File: src/rtl/bmdma_pkg.sv
package bmdma_pkg;

  localparam int WORD_W    = 32;
  localparam int CNT_W     = 16;
  localparam int LEN_W     = CNT_W + 1;
  localparam int DESC_SH   = 3;   // descriptor size is 1 << DESC_SH bytes

  localparam logic [2:0] OFF_CMD  = 3'd0;
  localparam logic [2:0] OFF_STAT = 3'd2;

  localparam int CMD_START = 0;
  localparam int CMD_TOMEM = 3;
  localparam int ST_ACT    = 0;
  localparam int ST_ERR    = 1;
  localparam int ST_INT    = 2;

  typedef enum logic [2:0] {
    ST_IDLE, ST_FETCH_BASE, ST_FETCH_LEN, ST_COPY, ST_FINISH
  } mover_state_t;

  function automatic logic [WORD_W-1:0] desc_addr(input logic [WORD_W-1:0] tbl,
                                                  input logic [WORD_W-1:0] idx);
    return tbl + (idx << DESC_SH);
  endfunction

  function automatic logic [LEN_W-1:0] xfer_len(input logic [CNT_W-1:0] cnt);
    return (cnt == '0) ? (LEN_W'(1) << CNT_W) : LEN_W'(cnt);
  endfunction

  function automatic logic ptr_span_ok(input logic [1:0] k, input logic [2:0] n);
    return (n != 3'd0) && ((4'(k) + 4'(n)) <= 4'd4);
  endfunction

  function automatic logic [3:0] ptr_byte_en(input logic [1:0] k, input logic [2:0] n);
    logic [7:0] t;
    t = (8'd1 << n) - 8'd1;
    t = t << k;
    return t[3:0];
  endfunction

  function automatic logic [WORD_W-1:0] read_mask(input logic [2:0] n);
    case (n)
      3'd1:    return 32'h0000_00FF;
      3'd2:    return 32'h0000_FFFF;
      3'd3:    return 32'h00FF_FFFF;
      default: return 32'hFFFF_FFFF;
    endcase
  endfunction

  function automatic logic [3:0] lane_onehot(input logic [1:0] lsb);
    return 4'b0001 << lsb;
  endfunction

endpackage

File: src/rtl/bmdma_window.sv
module bmdma_window
  import bmdma_pkg::*;
(
  input  logic        clk,
  input  logic        rst_n,
  input  logic        req,
  input  logic        wr,
  input  logic [2:0]  offset,
  input  logic [2:0]  size,
  input  logic [31:0] wdata,
  output logic [31:0] rdata,
  output logic        err,
  input  logic        eng_busy,
  input  logic        eng_done,
  input  logic        irq_disable,
  output logic [31:0] tbl_ptr,
  output logic        launch,
  output logic        rewind,
  output logic        st_active,
  output logic        irq
);

  logic [7:0]  cmd_q;
  logic [31:0] ptr_q;
  logic        st_act_q, st_err_q, st_int_q, irq_q;

  logic [1:0]  k;
  logic        hit_cmd, hit_st, hit_ptr, acc_ok;
  logic        wr_cmd, wr_st, wr_ptr, start_req, unsupported;
  logic [3:0]  byte_wr;
  logic [31:0] wshift;

  always_comb begin
    k       = offset[1:0];
    hit_cmd = (offset == OFF_CMD);
    hit_st  = (offset == OFF_STAT);
    hit_ptr = offset[2];
    if (hit_cmd || hit_st) acc_ok = (size == 3'd1);
    else if (hit_ptr)      acc_ok = ptr_span_ok(k, size);
    else                   acc_ok = 1'b0;
    err         = req && !acc_ok;
    wr_cmd      = req && wr && acc_ok && hit_cmd;
    wr_st       = req && wr && acc_ok && hit_st;
    wr_ptr      = req && wr && acc_ok && hit_ptr;
    start_req   = wr_cmd && wdata[CMD_START];
    launch      = start_req && wdata[CMD_TOMEM] && !eng_busy;
    unsupported = start_req && !wdata[CMD_TOMEM] && !eng_busy;
    rewind      = wr_cmd && !wdata[CMD_START];
    byte_wr     = wr_ptr ? ptr_byte_en(k, size) : 4'b0000;
    wshift      = wdata << {k, 3'b000};
  end

  always_comb begin
    rdata = '0;
    if (req && acc_ok) begin
      if (hit_cmd)     rdata = {24'b0, cmd_q};
      else if (hit_st) rdata = {29'b0, st_int_q, st_err_q, st_act_q};
      else             rdata = (ptr_q >> {k, 3'b000}) & read_mask(size);
    end
  end

  always_ff @(posedge clk or negedge rst_n) begin
    if (!rst_n) cmd_q <= '0;
    else if (wr_cmd) cmd_q <= wdata[7:0];
  end

  for (genvar b = 0; b < 4; b++) begin : g_ptr_byte
    always_ff @(posedge clk or negedge rst_n) begin
      if (!rst_n) ptr_q[8*b +: 8] <= '0;
      else if (byte_wr[b]) ptr_q[8*b +: 8] <= wshift[8*b +: 8];
    end
  end

  // Set events win over a write-one-to-clear in the same cycle.
  always_ff @(posedge clk or negedge rst_n) begin
    if (!rst_n) begin
      st_act_q <= 1'b0;
      st_err_q <= 1'b0;
      st_int_q <= 1'b0;
      irq_q    <= 1'b0;
    end else begin
      if (launch)        st_act_q <= 1'b1;
      else if (eng_done) st_act_q <= 1'b0;
      if (unsupported)                  st_err_q <= 1'b1;
      else if (wr_st && wdata[ST_ERR])  st_err_q <= 1'b0;
      if (eng_done)                     st_int_q <= 1'b1;
      else if (wr_st && wdata[ST_INT])  st_int_q <= 1'b0;
      irq_q <= eng_done && !irq_disable;
    end
  end

  assign tbl_ptr   = ptr_q;
  assign st_active = st_act_q;
  assign irq       = irq_q;

  a_r3_reject_keeps_regs: assert property (@(posedge clk) disable iff (!rst_n)
    (req && err) |=> ($stable(ptr_q) && $stable(cmd_q)));

  a_r11_irq_with_status: assert property (@(posedge clk) disable iff (!rst_n)
    irq_q |-> (st_int_q && !st_act_q));

  a_r11_irq_single_cycle: assert property (@(posedge clk) disable iff (!rst_n)
    irq_q |=> !irq_q);

  a_r8_unsupported_stays_idle: assert property (@(posedge clk) disable iff (!rst_n)
    unsupported |=> (!st_act_q && st_err_q));

endmodule

File: src/rtl/bmdma_mover.sv
module bmdma_mover
  import bmdma_pkg::*;
#(
  parameter int BUF_AW = 16,
  parameter int IDX_W  = 8
) (
  input  logic              clk,
  input  logic              rst_n,
  input  logic              launch,
  input  logic              rewind,
  input  logic [31:0]       tbl_ptr,
  output logic              mem_valid,
  output logic              mem_we,
  output logic [31:0]       mem_addr,
  output logic [3:0]        mem_be,
  output logic [31:0]       mem_wdata,
  input  logic              mem_ready,
  input  logic [31:0]       mem_rdata,
  output logic [BUF_AW-1:0] buf_addr,
  input  logic [7:0]        buf_data,
  output logic              busy,
  output logic              done
);

  mover_state_t        st_q;
  logic [31:0]         desc_q, base_q, cur_q;
  logic [LEN_W-1:0]    left_q;
  logic [BUF_AW-1:0]   off_q;
  logic [IDX_W-1:0]    idx_q;

  // Named internal events.
  logic base_hit, len_hit, copy_beat, last_beat;

  always_comb begin
    base_hit  = (st_q == ST_FETCH_BASE) && mem_ready;
    len_hit   = (st_q == ST_FETCH_LEN) && mem_ready;
    copy_beat = (st_q == ST_COPY) && mem_ready;
    last_beat = copy_beat && (left_q == LEN_W'(1));
  end

  always_comb begin
    mem_valid = 1'b0;
    mem_we    = 1'b0;
    mem_addr  = '0;
    mem_be    = '0;
    mem_wdata = '0;
    case (st_q)
      ST_FETCH_BASE: begin
        mem_valid = 1'b1;
        mem_addr  = desc_q;
      end
      ST_FETCH_LEN: begin
        mem_valid = 1'b1;
        mem_addr  = desc_q + 32'd4;
      end
      ST_COPY: begin
        mem_valid = 1'b1;
        mem_we    = 1'b1;
        mem_addr  = {cur_q[31:2], 2'b00};
        mem_be    = lane_onehot(cur_q[1:0]);
        mem_wdata = {4{buf_data}};
      end
      default: ;
    endcase
  end

  always_ff @(posedge clk or negedge rst_n) begin
    if (!rst_n) begin
      st_q   <= ST_IDLE;
      desc_q <= '0;
      base_q <= '0;
      cur_q  <= '0;
      left_q <= '0;
      off_q  <= '0;
    end else begin
      case (st_q)
        ST_IDLE: if (launch) begin
          desc_q <= desc_addr(tbl_ptr, 32'(idx_q));
          st_q   <= ST_FETCH_BASE;
        end
        ST_FETCH_BASE: if (base_hit) begin
          base_q <= mem_rdata;
          st_q   <= ST_FETCH_LEN;
        end
        ST_FETCH_LEN: if (len_hit) begin
          left_q <= xfer_len(mem_rdata[CNT_W-1:0]);
          cur_q  <= base_q;
          off_q  <= '0;
          st_q   <= ST_COPY;
        end
        ST_COPY: if (copy_beat) begin
          cur_q  <= cur_q + 32'd1;
          off_q  <= off_q + BUF_AW'(1);
          left_q <= left_q - LEN_W'(1);
          if (last_beat) st_q <= ST_FINISH;
        end
        default: st_q <= ST_IDLE;
      endcase
    end
  end

  always_ff @(posedge clk or negedge rst_n) begin
    if (!rst_n) idx_q <= '0;
    else if (rewind) idx_q <= '0;
    else if (st_q == ST_FINISH) idx_q <= idx_q + IDX_W'(1);
  end

  assign buf_addr = off_q;
  assign busy     = (st_q != ST_IDLE);
  assign done     = (st_q == ST_FINISH);

  a_r10_request_held: assert property (@(posedge clk) disable iff (!rst_n)
    (mem_valid && !mem_ready) |=> (mem_valid && $stable(mem_addr) && $stable(mem_we)
                                   && $stable(mem_wdata) && $stable(mem_be)));

  a_r9_single_lane: assert property (@(posedge clk) disable iff (!rst_n)
    (mem_valid && mem_we) |-> ($countones(mem_be) == 1));

  a_r9_count_live: assert property (@(posedge clk) disable iff (!rst_n)
    (st_q == ST_COPY) |-> (left_q != '0));

  a_r6_rewind_zeroes_index: assert property (@(posedge clk) disable iff (!rst_n)
    rewind |=> (idx_q == '0));

  a_r12_launch_when_idle: assert property (@(posedge clk) disable iff (!rst_n)
    launch |-> (st_q == ST_IDLE));

endmodule

File: src/rtl/bmdma_channel.sv
module bmdma_channel
  import bmdma_pkg::*;
#(
  parameter int REG_AW = 16,
  parameter int BUF_AW = 16,
  parameter int IDX_W  = 8
) (
  input  logic              clk,
  input  logic              rst_n,
  input  logic              reg_req,
  input  logic              reg_wr,
  input  logic [REG_AW-1:0] reg_addr,
  input  logic [2:0]        reg_size,
  input  logic [31:0]       reg_wdata,
  output logic [31:0]       reg_rdata,
  output logic              reg_err,
  output logic              mem_valid,
  output logic              mem_we,
  output logic [31:0]       mem_addr,
  output logic [3:0]        mem_be,
  output logic [31:0]       mem_wdata,
  input  logic              mem_ready,
  input  logic [31:0]       mem_rdata,
  output logic [BUF_AW-1:0] buf_addr,
  input  logic [7:0]        buf_data,
  input  logic              irq_disable,
  output logic              irq
);

  logic [31:0] tbl_ptr;
  logic        launch, rewind, st_active, eng_busy, eng_done;

  bmdma_window u_window (
    .clk         (clk),
    .rst_n       (rst_n),
    .req         (reg_req),
    .wr          (reg_wr),
    .offset      (reg_addr[2:0]),
    .size        (reg_size),
    .wdata       (reg_wdata),
    .rdata       (reg_rdata),
    .err         (reg_err),
    .eng_busy    (eng_busy),
    .eng_done    (eng_done),
    .irq_disable (irq_disable),
    .tbl_ptr     (tbl_ptr),
    .launch      (launch),
    .rewind      (rewind),
    .st_active   (st_active),
    .irq         (irq)
  );

  bmdma_mover #(.BUF_AW(BUF_AW), .IDX_W(IDX_W)) u_mover (
    .clk       (clk),
    .rst_n     (rst_n),
    .launch    (launch),
    .rewind    (rewind),
    .tbl_ptr   (tbl_ptr),
    .mem_valid (mem_valid),
    .mem_we    (mem_we),
    .mem_addr  (mem_addr),
    .mem_be    (mem_be),
    .mem_wdata (mem_wdata),
    .mem_ready (mem_ready),
    .mem_rdata (mem_rdata),
    .buf_addr  (buf_addr),
    .buf_data  (buf_data),
    .busy      (eng_busy),
    .done      (eng_done)
  );

  a_r7_active_tracks_engine: assert property (@(posedge clk) disable iff (!rst_n)
    st_active == eng_busy);

endmodule

File: config.mk
export PLATFORM = sky130hd
export DESIGN_NAME = bmdma_channel
export DESIGN_NICKNAME = d
export VERILOG_FILES = /design/src/rtl/bmdma_pkg.sv /design/src/rtl/bmdma_window.sv /design/src/rtl/bmdma_mover.sv /design/src/rtl/bmdma_channel.sv
export SDC_FILE = /design/constraint.sdc
export NUM_CORES = 1
export LEC_CHECK = 0
export BUFFER_PORTS_ARGS = -buffer_cell sky130_fd_sc_hd__buf_2
export CAP_MARGIN = 40
export CORE_MARGIN = 2
export CORE_UTILIZATION = 62
export CTS_CLUSTER_SIZE = 40
export DETAILED_ROUTE_END_ITERATION = 8
export GPL_ROUTABILITY_DRIVEN = 1
export PLACE_DENSITY_LB_ADDON = 0.08
export SETUP_SLACK_MARGIN = 0.2
export SLEW_MARGIN = 15
export SYNTH_ARGS = -nofsm -noshare
export SYNTH_HDL_FRONTEND = slang
export SYNTH_SLANG_ARGS = --single-unit
File: constraint.sdc
create_clock -name clk -period 9.39 [get_ports clk]
set_input_delay 2.817 -clock clk [delete_from_list [all_inputs] [get_ports clk]]
set_output_delay 2.817 -clock clk [all_outputs]
set_load 0.01 [all_outputs]
# After elaboration in Yosys (flattened, before gate mapping)
# Cells that the tools add are included.
# Widths: inputs -> output; s select.
dict set report totals {
  register_bits 184
  input_bits 97
  output_inout_bits 120
}
dict set report op_classes {
  addsub 8
  magnitude_cmp 1
  eq_ne 14
  shifts 5
  muxes 39
  bitwise_logic 1
  reduce_logical 42
}
# op count
set ops {}
lappend ops {{$mux 32} 9}
lappend ops {{$pmux 32 s3} 2}
lappend ops {{$pmux 32 s2} 1}
lappend ops {{$mux 17} 3}
lappend ops {{$pmux 17 s2} 1}
lappend ops {{$add 32x1->32 const B} 1}
lappend ops {{$add 32x11->32} 1}
lappend ops {{$add 32x3->32 const B} 1}
lappend ops {{$and 32x32->32} 1}
lappend ops {{$mux 16} 2}
lappend ops {{$pmux 16 s2} 1}
lappend ops {{$shl 32x5->32} 1}
lappend ops {{$shr 32x5->32} 1}
lappend ops {{$logic_and 1x1->1} 21}
lappend ops {{$eq 17x1->1 const B} 1}
lappend ops {{$sub 17x1->17 const B} 1}
lappend ops {{$add 16x1->16 const B} 1}
lappend ops {{$logic_not 16->1} 1}
lappend ops {{$mux 8} 2}
lappend ops {{$eq 3x2->1 const B} 5}
lappend ops {{$mux 3} 5}
lappend ops {{$pmux 3 s4} 1}
lappend ops {{$mux 1} 10}
lappend ops {{$reduce_bool 2->1} 5}
lappend ops {{other kinds (20)} 32}

# Longest topological paths before layout
# Gate-level depths: netlist of run 1.
dict set report depth {
  ltp_word 12
  depth_mapped 10
  depth_no_buf 9
}

# Cells and area by module
# Synthesis of run 1 repeated with hierarchy kept, for this count alone.
dict set report hier_totals {
  cells_unflattened 1412
  area_unflattened_um2 12495.7
}
# module instances cells_each area_each_um2 seq_area_each_um2
set modules_own_cells {}
lappend modules_own_cells {bmdma_mover 1 1061 9215.1 3503.4}
lappend modules_own_cells {bmdma_window 1 351 3280.6 1101.1}

# Least setup slack after synthesis of run 1
# OpenSTA, ideal clock, no wires.
dict set report synth_path {
  kind {in2out}
  startpoint {input reg_addr[1]}
  endpoint {output reg_rdata[16]}
  t_arrival_ns 4.986
  t_required_ns 6.573
  path_slack_ns 1.587
  cell_stages 10
  path_cell_list {clkinv_1 clkbuf_1 fa_1 nand2b_1 a22oi_1 a31oi_2 nand2b_4 or3_1 buf_2 nor2_1}
}
dict set report synth_between {
  elab_chain_cells 7
  elab_cells_between_ends 14
  cone_classes {add/sub: 1; order compare: 1; eq/ne: 1; shift: 1; mux: 5; bitwise: 1; reduce/logical: 4}
}
# element line_no
set synth_rtl {}
lappend synth_rtl {{start: declaration} bmdma_channel.sv:12} ;# input logic [REG_AW-1:0] reg_addr,
lappend synth_rtl {{$add 2x3->4} bmdma_pkg.sv:31} ;# return (n != 3'd0) && ((4'(k) + 4'(n)) <= 4'd4);
lappend synth_rtl {{$le 4x3->1} bmdma_pkg.sv:31}
lappend synth_rtl {{$logic_and 1x1->1} bmdma_pkg.sv:31}
lappend synth_rtl {{$mux 1} bmdma_window.sv:39} ;# else if (hit_ptr) acc_ok = ptr_span_ok(k, size);
lappend synth_rtl {{$mux 1} bmdma_window.sv:38} ;# if (hit_cmd || hit_st) acc_ok = (size == 3'd1);
lappend synth_rtl {{$logic_and 1x1->1} bmdma_window.sv:55} ;# if (req && acc_ok) begin
lappend synth_rtl {{$mux 32 *} bmdma_window.sv:55}
lappend synth_rtl {{end: declaration} bmdma_channel.sv:15} ;# output logic [31:0] reg_rdata,
# Every way passes the cells marked *; elsewhere a longest branch is shown, timed or not.

# Worst setup path after layout of run 1
dict set report layout_path {
  startpoint {input reg_addr[1]}
  endpoint {output reg_rdata[21]}
}
# The elaborated chain is that of the path after synthesis.

==> reports/metrics.cfg, run 1 <==
[sta]
final_clock_skew_ns = 0.0150
clock.fmax_mhz = 116
maxSlewHeadroom = 0.363
sum_of_negative_setup_slack_ns = 0
finalSetupViolCount = 0
final_min_period_over_clock_period = 0.915
holdWs_ns = 0.510
setup_repair_after_global_routing_missed_its_margin = false
tightestPinTransition_ns = 0.955
report.final.slew_viol_count = 0
fin_crit_ns = 8.59
report.final.hold_viol_count = 0

[floorplan]
placementRows = 51
dieHeight_microns = 144
die_area_sq_mm = 0.0207
io-pin-count = 217
x_dimension_of_the_die_microns = 144
initial_utilization = 0.628
coreArea_sq_mm = 0.0193

[finish]
area.growth.synth_to_final_pct = 13.4
fin_nets = 1671
antenna_cells_inserted = 0
post-route-cell-area_sq_mm = 0.0138
drive_above_1_share = 0.227

[detailed_routing]
detail_route.first_pass.iterations = 7
route.vias.total = 11531
viasPerCell = 6.30
detail_route.wl_per_cell_microns = 19.5
drt_first_iter_violations = 847
routed_wl_microns = 35700
remaining_drc_errors = 0
detail-route-antenna-nets = 0

[synthesis]
synth_enable_flop_cells = 0
yosysTopAreaCellShare = 0.379
synthArstFlopShare = 1.00
mappedNetlistArea_sq_mm = 0.0121
synth-seq-area-share = 0.379
syn_area_per_cell_sq_um = 8.55
ys_top_cells_by_area = sky130_fd_sc_hd__dfrtp_1 (38%), sky130_fd_sc_hd__mux2_2 (7.1%), sky130_fd_sc_hd__o21ai_0 (6.1%), sky130_fd_sc_hd__nand2_1 (4.8%), sky130_fd_sc_hd__mux2i_1 (4.6%)
synthDominantAreaCellType = sky130_fd_sc_hd__dfrtp_1
synthCells = 1419
ys_dominant_reg_cell = sky130_fd_sc_hd__dfrtp_1
synth_fp_nets = 1538
most_frequent_cell_after_synthesis = sky130_fd_sc_hd__dfrtp_1
yosys.cell_types.count = 80
synth-warning-count = 0
synth_seq_cells = 184
synthTopCellsByCount = sky130_fd_sc_hd__dfrtp_1 (184), sky130_fd_sc_hd__nand2_1 (155), sky130_fd_sc_hd__o21ai_0 (149)

[setup_path]
cp_slowest_stage_delay_ns = 0.60
crit_path_max_fanout = 50
critPathMostFrequentCell = sky130_fd_sc_hd__buf_2
worstSetupStartpointType = primary input
worst-endpoint-arrival_ns = 5.77
worstReg2RegStart = u_mover.st_q[0]
crit_start = reg_addr[1]
critical-path-slowest-cell = sky130_fd_sc_hd__buf_2
worst-r2r-cell-count = 9
criticalPathCategory = in -> out
reg2reg_to = u_mover.left_q[1]
worst_ep_required_time_ns = 6.57
regToRegSetupSlack_ns = 5.96
endpoint_kind = output port
critPathCapture = reg_rdata[21]
crit_chain = buf_2 > clkinv_1 > fa_1 > nand2b_1 > a22oi_1 > a31oi_2 > nand2b_4 > or3_1 > nor2_1 > buf_2

[placement]
post_dp_cell_area_sq_mm = 0.0132
finalWeightedCongestion = 0.966
hpwl_microns = 25600
placement.io_buffers = 203

[clock_tree]
clkTransAtPathRegs_ns = 0.07
cts_hold_buffers = 0
clockBufferDepth = 2
tritoncts.num_buffers = 17
clk-insertion-delay-late_ns = 0.44
cts.root.buffer_cell = sky130_fd_sc_hd__clkbuf_16
post_cts_resize_count = 0
clock_tree.htree_level_count = 4
post_cts.repair.setup_buffers = 0
cts_tree = yes
clock-sinks = 184

[grt]
grt_first_pass_wirelength_microns = 55400
first_global_vias = 10365
gr-total-overflow = 0
pin_count_of_the_biggest_net_entering_global_routing = 67
initial_antenna_violation_count = 0
gr-usage-all-layers = 0.343

[pwr]
leakage_nw = 6.17
ir_drop_v = 0.000160
powerDensity_mw_per_mm2 = 258

[hold_path]
worst_hold_path_type = reg -> reg

[status]
result_of_the_run = complete, no violations

[run]
cap_viol_max_count = 0

cell usage in the layout (no fill, tap or decap), types with 20 or more instances in the layout:
cell type                   n
sky130_fd_sc_hd__ha_1      20
sky130_fd_sc_hd__a21oi_1   93
sky130_fd_sc_hd__mux2_2    77
sky130_fd_sc_hd__a31oi_1   20
sky130_fd_sc_hd__nor2_1   124
sky130_fd_sc_hd__inv_1     40
sky130_fd_sc_hd__nand2_1  155
sky130_fd_sc_hd__mux2i_1   56
sky130_fd_sc_hd__dfrtp_1  183
sky130_fd_sc_hd__xor2_1    20
sky130_fd_sc_hd__and3_1    26
sky130_fd_sc_hd__o21ai_0  149
sky130_fd_sc_hd__xnor2_1   27
sky130_fd_sc_hd__buf_2    202
sky130_fd_sc_hd__nor3_1    28
sky130_fd_sc_hd__nand3_1   59
sky130_fd_sc_hd__nand4_1   22
logic make-up after synthesis:
family / after synthesis / synth area share
AOI/OAI and AO/OA: 371 / 0.182
xor gates and xnor gates: 47 / 0.0339
adders and majority gates: 22 / 0.0239
buffers and inverters: 150 / 0.0559
DFF: 184 / 0.379
muxes: 133 / 0.118
and+or+nand+nor: 512 / 0.207
final cells by class:
| class | instances | area [sq um] |
|---|---|---|
| flip-flops and latches | 184 | 4610 |
| clock buffers | 19 | 453 |
| well taps | 265 | 332 |
| repair buffers | 223 | 1220 |
| fillers | 1607 | 5570 |
| multi-input cells | 1085 | 6860 |
| clock inverters | 13 | 134 |
| inverters | 41 | 154 |
worst max-delay path: cells and delay by family:
family / cells / cell delay (ns)
adder cells (fa/ha/maj): 1 / 0.60
AO/OA/AOI/OAI: 2 / 0.40
AND/OR/NAND/NOR: 4 / 0.94
buffers and inverters: 3 / 1.00
where the power goes:
group	switching (mW)	internal (mW)
Clock	0.333	0.389
Combinational	0.878	0.576
Sequential	0.330	1.04
per-layer routing:
layer  vias to the layer above  GRT usage  wire length, microns  share of wire
li1                       5374          -                     -              -
met1                      5504      0.439                 14300           0.40
met2                       541      0.574                 17200           0.48
met3                       112     0.0473                  2460          0.069
met4                         0      0.165                  1710          0.048
met5                         -          0                     0              0
how the worst min path moves through the flow:
stage	startpoint	to	slack (ns)	cells after the start
final	u_mover.base_q[29]	u_mover.base_q[29]	0.51	1
after detailed placement	u_mover.base_q[29]	u_mover.base_q[29]	0.49	1
after CTS	u_mover.base_q[29]	u_mover.base_q[29]	0.51	1
after global routing	u_mover.base_q[29]	u_mover.base_q[29]	0.53	1
after floorplan	u_window.st_active	u_window.st_active	0.44	2
after global placement	u_window.st_active	u_window.st_active	0.47	2
metrics by stage:
step / total power [mW] / util / setup slack, ns / std cells
final: 3.55 / 0.712 / 0.802 / 1830
after global routing: 3.75 / 0.712 / 0.607 / 1830
after CTS: 3.52 / 0.712 / 0.816 / 1830
after detailed placement: 2.79 / 0.681 / 0.822 / 1798
after global placement: 2.74 / 0.677 / 0.890 / 1794
after floorplan: 2.32 / - / 1.59 / 1419
state kept, by name, indices dropped and copies added (netlist names):
name	flops
u_mover.base_q	32
u_mover.cur_q	32
u_mover.desc_q	32
u_window.tbl_ptr	32
u_mover.left_q	17
u_mover.buf_addr	16
u_mover.idx_q	8
u_window.cmd_q	8
u_mover.st_q	3
u_window.irq	1
u_window.st_active	1
u_window.st_err_q	1
u_window.st_int_q	1
Power figures use the tool's default switching activity.
==> run 2, diff against run 1 <==
Settings changed: SYNTH_HIERARCHICAL from default to 1.
==> reports/metrics.cfg, run 2 <==
[synthesis]
synthArstFlopShare = 1.00
mappedNetlistArea_sq_mm = 0.0125
yosys.cell_types.count = 92
synth_fp_nets = 1531
synthDominantAreaCellType = sky130_fd_sc_hd__dfrtp_1
most_frequent_cell_after_synthesis = sky130_fd_sc_hd__dfrtp_1
synth-seq-area-share = 0.368
ys_dominant_reg_cell = sky130_fd_sc_hd__dfrtp_1
ys_top_cells_by_area = sky130_fd_sc_hd__dfrtp_1 (37%), sky130_fd_sc_hd__mux2_2 (6.7%), sky130_fd_sc_hd__o21ai_0 (5.5%), sky130_fd_sc_hd__nand2_1 (4.6%), sky130_fd_sc_hd__mux2i_1 (4.5%)
synthTopCellsByCount = sky130_fd_sc_hd__dfrtp_1 (184), sky130_fd_sc_hd__nand2_1 (152), sky130_fd_sc_hd__o21ai_0 (137)
synthCells = 1412
synth_seq_cells = 184
yosysTopAreaCellShare = 0.368
synth-warning-count = 6
synth_enable_flop_cells = 0
syn_area_per_cell_sq_um = 8.85

[clock_tree]
cts.root.buffer_cell = sky130_fd_sc_hd__clkbuf_16
clockBufferDepth = 2
clock_tree.htree_level_count = 4
post_cts.repair.setup_buffers = 0
tritoncts.num_buffers = 17
clkTransAtPathRegs_ns = 0.08
cts_hold_buffers = 0
post_cts_resize_count = 0
cts_tree = yes
clock-sinks = 184
clk-insertion-delay-late_ns = 0.45

[floorplan]
die_area_sq_mm = 0.0213
x_dimension_of_the_die_microns = 146
dieHeight_microns = 146
io-pin-count = 217
coreArea_sq_mm = 0.0196
initial_utilization = 0.638
placementRows = 51

[grt]
first_global_vias = 10557
initial_antenna_violation_count = 1
pin_count_of_the_biggest_net_entering_global_routing = 84
gr-usage-all-layers = 0.333
grt_first_pass_wirelength_microns = 57000
gr-total-overflow = 0

[detailed_routing]
viasPerCell = 6.42
routed_wl_microns = 36000
detail_route.wl_per_cell_microns = 19.8
remaining_drc_errors = 0
detail-route-antenna-nets = 0
drt_first_iter_violations = 1475
detail_route.first_pass.iterations = 5
route.vias.total = 11655

[placement]
placement.io_buffers = 203
hpwl_microns = 25600
post_dp_cell_area_sq_mm = 0.0134
finalWeightedCongestion = 0.935

[pwr]
powerDensity_mw_per_mm2 = 190
ir_drop_v = 0.000129
leakage_nw = 6.36

[sta]
report.final.slew_viol_count = 0
final_clock_skew_ns = 0.00872
finalSetupViolCount = 0
setup_repair_after_global_routing_missed_its_margin = false
report.final.hold_viol_count = 0
fin_crit_ns = 8.10
clock.fmax_mhz = 123
final_min_period_over_clock_period = 0.863
tightestPinTransition_ns = 0.895
maxSlewHeadroom = 0.404
sum_of_negative_setup_slack_ns = 0

[finish]
most_common_cell_after_layout_fill_and_taps_aside = sky130_fd_sc_hd__buf_2
post-route-cell-area_sq_mm = 0.0140
layout_common_cells = sky130_fd_sc_hd__buf_2 (203), sky130_fd_sc_hd__dfrtp_1 (184), sky130_fd_sc_hd__nand2_1 (152)
fin_nets = 1655
drive_above_1_share = 0.238
area.growth.synth_to_final_pct = 12.3

[setup_path]
worst-endpoint-arrival_ns = 5.29
endpoint_kind = output port
crit_chain = buf_2 > ha_1 > inv_1 > fa_1 > xor2_1 > a21oi_1 > o31ai_2 > o2111ai_2 > a21oi_1 > buf_2
regToRegSetupSlack_ns = 5.78
criticalPathCategory = in -> out
critical-path-slowest-cell = sky130_fd_sc_hd__buf_2
crit_path_max_fanout = 29
worst_ep_required_time_ns = 6.57
critPathTopFamily = compound AO/OA/AOI/OAI gates
cp_slowest_stage_delay_ns = 0.45
worstSetupStartpointType = primary input
critPathBufInv = 3

[hold_path]
worst_hold_path_type = reg -> reg

[run]
cap_viol_max_count = 0

[status]
result_of_the_run = complete, no violations

## run 2: routing by layer
| layer | track usage | share of wire |
|---|---|---|
| met4 | 0.0789 | 0.017 |
| met5 | 0 | 0 |
| met2 | 0.502 | 0.45 |
| met3 | 0.0687 | 0.096 |
| met1 | 0.495 | 0.44 |
## run 2: report_power, final
group | switching (mW) | internal [mW] | leakage (nW)
clock network | 0.358 | 0.410 | 0.302
logic | 0.390 | 0.317 | 3.72
registers | 0.256 | 0.942 | 2.33
total | 1.00 | 1.67 | 6.36
## run 2: worst paths after layout
kind                                         to                 start  cells past startpoint
max                               reg_rdata[18]           reg_addr[0]                     10
min                        u_mover/buf_addr[15]  u_mover/buf_addr[15]                      1
max reg2reg                   u_mover/cur_q[26]       u_mover/st_q[2]                      7
min reg2reg                u_mover/buf_addr[15]  u_mover/buf_addr[15]                      1
max in group asynchronous      u_mover/cur_q[5]                 rst_n                      2
min in group asynchronous      u_mover/cur_q[1]                 rst_n                      1
## run 2: per-stage QoR
| step | hold slack [ns] | utilization | worst slack (ns) | instances | power, mW |
|---|---|---|---|---|---|
| after floorplan | 0.439 | - | 1.67 | 1412 | 1.61 |
| after global placement | 0.463 | 0.681 | 1.43 | 1778 | 1.87 |
| after detailed placement | 0.468 | 0.683 | 1.34 | 1781 | 1.89 |
| after CTS | 0.482 | 0.715 | 1.33 | 1813 | 2.66 |
| after global routing | 0.522 | 0.716 | 1.13 | 1814 | 2.80 |
| final | 0.477 | 0.716 | 1.29 | 1815 | 2.67 |
## run 2: final cells by class
cell class | count | area [sq um]
well taps | 265 | 332
clock inverters | 15 | 206
flip-flops and latches | 184 | 4600
multi-input cells | 1088 | 7200
diodes | 1 | 2.50
inverters | 26 | 97.6
clock buffers | 17 | 425
fillers | 1555 | 5560
repair buffers | 219 | 1170
## run 2: cell families (layout without fill, tap and decap cells)
kind of cell               count (synthesis)  count (layout)  share of synthesized area
xor gates and xnor gates                  50              50                     0.0350
AOI/OAI and AO/OA                        368             368                      0.182
DFF                                      184             184                      0.368
adders and majority gates                 22              22                     0.0232
other                                      0               1                          0
and+or+nand+nor                          510             510                      0.214
muxes                                    138             138                      0.121
buffers and inverters                    140             277                     0.0558
